--- config.mk ---
export PLATFORM = sky130hd
export DESIGN_NAME = alu16_core
export DESIGN_NICKNAME = d
export VERILOG_FILES = /design/src/rtl/alu16_pkg.sv /design/src/rtl/alu16_addsub.sv /design/src/rtl/alu16_shift.sv /design/src/rtl/alu16_cmp.sv /design/src/rtl/alu16_core.sv
export SDC_FILE = /design/constraint.sdc
export NUM_CORES = 1
export LEC_CHECK = 0
export ABC_AREA = 1
export BUFFER_PORTS_ARGS = -buffer_cell sky130_fd_sc_hd__buf_2
export CAP_MARGIN = 20
export CORE_AREA = 2 2 82 84
export DETAILED_ROUTE_END_ITERATION = 8
export DIE_AREA = 0 0 84 86
export PLACE_DENSITY_LB_ADDON = 0.12
export SLEW_MARGIN = 20
export SYNTH_ARGS = -nofsm -noshare
export SYNTH_HDL_FRONTEND = slang
export SYNTH_SLANG_ARGS = --single-unit
--- constraint.sdc ---
create_clock -name vclk -period 2.1
set_clock_uncertainty 0.05 [all_clocks]
set_input_delay 0.105 -clock vclk [all_inputs]
set_output_delay 0.105 -clock vclk [all_outputs]
set_load 0.005 [all_outputs]
--- src/rtl/alu16_pkg.sv ---
package alu16_pkg;
  typedef enum logic [2:0] {
    OP_OR  = 3'd0,
    OP_AND = 3'd1,
    OP_ADD = 3'd2,
    OP_SUB = 3'd3,
    OP_SLL = 3'd4,
    OP_SRL = 3'd5,
    OP_SRA = 3'd6,
    OP_SLT = 3'd7
  } alu_op_e;

  typedef enum logic [1:0] {
    SH_LEFT  = 2'd0,
    SH_RLOG  = 2'd1,
    SH_RARI  = 2'd2
  } shift_mode_e;
endpackage

--- src/rtl/alu16_addsub.sv ---
module alu16_addsub #(
  parameter int W = 16
) (
  input  logic [W-1:0] a,
  input  logic [W-1:0] b,
  input  logic         sub,
  output logic [W-1:0] sum,
  output logic         ovf
);
  logic [W-1:0] b_eff;

  always_comb begin
    b_eff = sub ? ~b : b;
    sum   = a + b_eff + {{(W-1){1'b0}}, sub};
    ovf   = (a[W-1] == b_eff[W-1]) && (sum[W-1] != a[W-1]);
  end
endmodule

--- src/rtl/alu16_shift.sv ---
module alu16_shift
  import alu16_pkg::*;
#(
  parameter int W   = 16,
  parameter int SHW = $clog2(W)
) (
  input  logic [W-1:0]   din,
  input  logic [SHW-1:0] amt,
  input  shift_mode_e    mode,
  output logic [W-1:0]   dout
);
  logic       fill;
  logic [W-1:0] stage [SHW+1];

  assign fill     = (mode == SH_RARI) ? din[W-1] : 1'b0;
  assign stage[0] = din;

  for (genvar i = 0; i < SHW; i++) begin : g_stage
    localparam int S = 1 << i;
    logic [W-1:0] moved;
    always_comb begin
      if (mode == SH_LEFT) moved = {stage[i][W-1-S:0], {S{1'b0}}};
      else                 moved = {{S{fill}}, stage[i][W-1:S]};
    end
    assign stage[i+1] = amt[i] ? moved : stage[i];
  end

  assign dout = stage[SHW];

  always_comb begin
    if (amt == '0) p_shift_zero_r5: assert (dout == din);
  end
endmodule

--- src/rtl/alu16_cmp.sv ---
module alu16_cmp #(
  parameter int W = 16
) (
  input  logic [W-1:0] a,
  input  logic [W-1:0] b,
  output logic         same,
  output logic         lt_s
);
  always_comb begin
    same = ~|(a ^ b);
    lt_s = $signed(a) < $signed(b);
  end
endmodule

--- src/rtl/alu16_core.sv ---
module alu16_core
  import alu16_pkg::*;
#(
  parameter int DATA_W = 16
) (
  input  logic [DATA_W-1:0] opnd_x,
  input  logic [DATA_W-1:0] opnd_y,
  input  logic [2:0]        op_sel,
  output logic [DATA_W-1:0] result,
  output logic              ovf_flag,
  output logic              eq_flag
);
  localparam int SHW = $clog2(DATA_W);

  alu_op_e           op;
  logic [DATA_W-1:0] arith_out, shift_out;
  logic              arith_ovf, is_eq, is_lt;
  shift_mode_e       smode;

  assign op = alu_op_e'(op_sel);

  always_comb begin
    case (op)
      OP_SRL:  smode = SH_RLOG;
      OP_SRA:  smode = SH_RARI;
      default: smode = SH_LEFT;
    endcase
  end

  alu16_addsub #(.W(DATA_W)) u_addsub (
    .a(opnd_x), .b(opnd_y), .sub(op == OP_SUB),
    .sum(arith_out), .ovf(arith_ovf)
  );

  alu16_shift #(.W(DATA_W), .SHW(SHW)) u_shift (
    .din(opnd_x), .amt(opnd_y[SHW-1:0]), .mode(smode), .dout(shift_out)
  );

  alu16_cmp #(.W(DATA_W)) u_cmp (
    .a(opnd_x), .b(opnd_y), .same(is_eq), .lt_s(is_lt)
  );

  always_comb begin
    case (op)
      OP_OR:                  result = opnd_x | opnd_y;
      OP_AND:                 result = opnd_x & opnd_y;
      OP_ADD, OP_SUB:         result = arith_out;
      OP_SLL, OP_SRL, OP_SRA: result = shift_out;
      default:                result = {{(DATA_W-1){1'b0}}, is_lt};
    endcase
    ovf_flag = ((op == OP_ADD) || (op == OP_SUB)) && arith_ovf;
    eq_flag  = is_eq;
  end

  logic signed [DATA_W:0] wide_add, wide_sub;
  assign wide_add = {opnd_x[DATA_W-1], opnd_x} + {opnd_y[DATA_W-1], opnd_y};
  assign wide_sub = {opnd_x[DATA_W-1], opnd_x} - {opnd_y[DATA_W-1], opnd_y};

  always_comb begin
    if (op == OP_ADD)
      p_add_ovf_r4: assert (ovf_flag == (wide_add[DATA_W] != wide_add[DATA_W-1]));
    if (op == OP_SUB)
      p_sub_ovf_r4: assert (ovf_flag == (wide_sub[DATA_W] != wide_sub[DATA_W-1]));
    if ((op != OP_ADD) && (op != OP_SUB))
      p_no_overflow_r4: assert (!ovf_flag);
    if (op == OP_SLT)
      p_slt_zext_r7: assert (result[DATA_W-1:1] == '0);
    if ((op == OP_SUB) && eq_flag)
      p_sub_equal_r3: assert ((result == '0) && !ovf_flag);
  end
endmodule

==> results.txt <==
Crit. End Element - output port
Worst IR Drop VDD - 0.000204 V
Wire length on met3 - 1300 um
Die width - 84 um
Period utilization - 1.16
Most common cell after layout, fill and taps aside - nand2_1
Clock share of power - 0
Yosys top cell area share - 0.233
Drt wl/cell - 17.9 um
Mapped cell area - 3430 um2
Area after DPL - 4290 um2
FP Rows - 29
Core Footprint - 6280 um2
Nets - 838
P_leak - 2.59 nW
CLK BUF - 0
CP Launch Type - input port
Max layer used - met4
DR pass1 iterations - 5
Slew headroom - 0.677
F_max - 411 MHz
Setup slack after layout - -0.334 ns
Routed length on met1 - 5750 um
Via count - 4984
TNS Setup - -2.71 ns
Total power - 0.00147 W
Iter 0 DRT Violations - 392
PwrDens - 296 nW/um2
Internal Power - 0.000619 W
Reg area - 0 um2
DR DRC count - 0
Num sequential - 0
Largest net degree at the start of global routing - 22
Avg Inst Size Synth - 5.58 um2
Total Routing Usage GR - 0.340
Synth Area in Simple Gates - 0.465
Worst slew pin tran - 0.480 ns
Synth Area in XOR/XNOR - 0.0460
Synth area leader - ha_1
Grt total ovfl - 0
CP Data Arrival Time - 2.28 ns
CTS Hold Bufs - 0
Complex-gate fraction of the synthesized area - 0.147
Largest family of logic cells by synthesized area - simple AND/OR/NAND/NOR gates
Area of the die - 7220 um2
DRT antenna net count - 0
Yosys warnings - 0
Routed length on met2 - 6900 um
Fin. max-slew vios - 0
Global-route wire length before repair - 20200 um
Status - finished, violations left
Share of layout cells above drive strength 1 - 0.330
Final min period - 2.43 ns
Final instance area - 4980 um2
CP max FO - 7
Initial antenna violation count - 0
Logic pwr share - 1.000
Endpoints failing hold - 0
Die height - 86 um
Syn nets - 715
Max-Cap Viols - 0
Post-synthesis adder-cell area fraction - 0.239
Placer's final routability congestion estimate - 0.990
HPWL after DPL - 10400 um
Multiplexer area fraction after synthesis - 0
# diodes - 0
Seq/Total Area, Yosys - 0
Worst setup path class - input port to output port
Crit path required time - 1.95 ns
Commonest non-fill, non-tap cells in the layout - nand2_1 (153), nand3_1 (105), buf_4 (76)
Sequential power share - 0
Largest cells by area after synthesis - ha_1 (23%), nand2_1 (18%), nand3_1 (18%)
# setup viols final - 14
Vias in the first global route - 4261
Cell variety after synth - 39
Port bufs - 53
Hold_ws - 0.577 ns
Synth Instances - 615
Starting density of the core - 0.547
Violated checks - negative setup slack
WL final - 14600 um
Area growth syn-to-layout - 45.2%
Sw Share - 0.580
Worst Hold Class - input port to output port
NetSw - 0.000855 W
Boundary Pins - 53
RSZ-0062 raised after global routing - true
DR vias/cell - 6.13
-- final cells by class --
cell class         count  area (um2)
multi-input cells    528        3610
well taps             77        96.3
fillers              471        1300
repair buffers       140        1010
inverters             68         258
-- critical path, cell delays in order --
cell       delay (ns)
buf_8            0.08
nand2_4          0.05
nor2_4           0.16
clkbuf_16        0.19
xor2_2           0.20
ha_4             0.24
nand2_1          0.08
nand2_1          0.12
a21boi_4         0.20
nand3_4          0.11
nand2_2          0.08
nand2_2          0.06
a21oi_2          0.17
xor2_1           0.16
nand2_1          0.10
nand3_1          0.08
buf_2            0.11
-- metal layers --
metal,track usage,vias up
met5,0,-
li1,-,2304
met2,0.585,289
met4,0.101,0
met1,0.447,2333
met3,0.0414,58
-- power groups by stage --
| stage | registers, W | clock network, W | logic [W] |
|---|---|---|---|
| 6_report | 0 | 0 | 0.00147 |
| 3_3_place_gp | 0 | 0 | 0.00111 |
| 2_1_floorplan | 0 | 0 | 0.000685 |
| 4_1_cts | 0 | 0 | 0.00122 |
| 3_5_place_dp | 0 | 0 | 0.00113 |
| 5_1_grt | 0 | 0 | 0.00159 |
-- synthesized netlist by cell type (3+ instances only) --
library cell and number:
inv_1 60, clkbuf_1 8, xor2_1 16, nand3b_1 6
nor2_1 34, o21ai_1 4, nand3_1 124, nor2_2 4
buf_1 3, o21bai_1 3, o211ai_1 4, nand2_1 168
clkinv_1 4, buf_2 4, a21oi_1 34, nand4_1 9
nor3_1 4, inv_2 4, o21ai_0 30, ha_1 64
-- logic make-up after synthesis --
kind of cell / after synthesis
xor+xnor: 18
simple gates: 357
buf+inv: 87
fa+ha+maj: 65
compound gates: 88
-- final timing paths --
| check | start | end | slack [ns] | depth (start not counted) |
|---|---|---|---|---|
| worst min-delay path | opnd_x[15] | ovf_flag | 0.58 | 4 |
| worst max-delay path | op_sel[0] | result[14] | -0.33 | 17 |
-- per-stage QoR --
stage	setup slack (ns)	cells	util
floorplan	-0.0260	615	-
CTS	-0.241	808	0.717
detailed placement	-0.325	799	0.683
global placement	-0.242	799	0.683
global route	-0.428	813	0.794
finish	-0.334	813	0.794
-- timing repair --
item                       CTS  global route
pin swaps                   29            43
cloned                       1             0
gates resized for setup     35            90
setup buffers                8             8
setup endpoints to repair   15            17
Note: power is estimated with default switching activity, not from simulation.
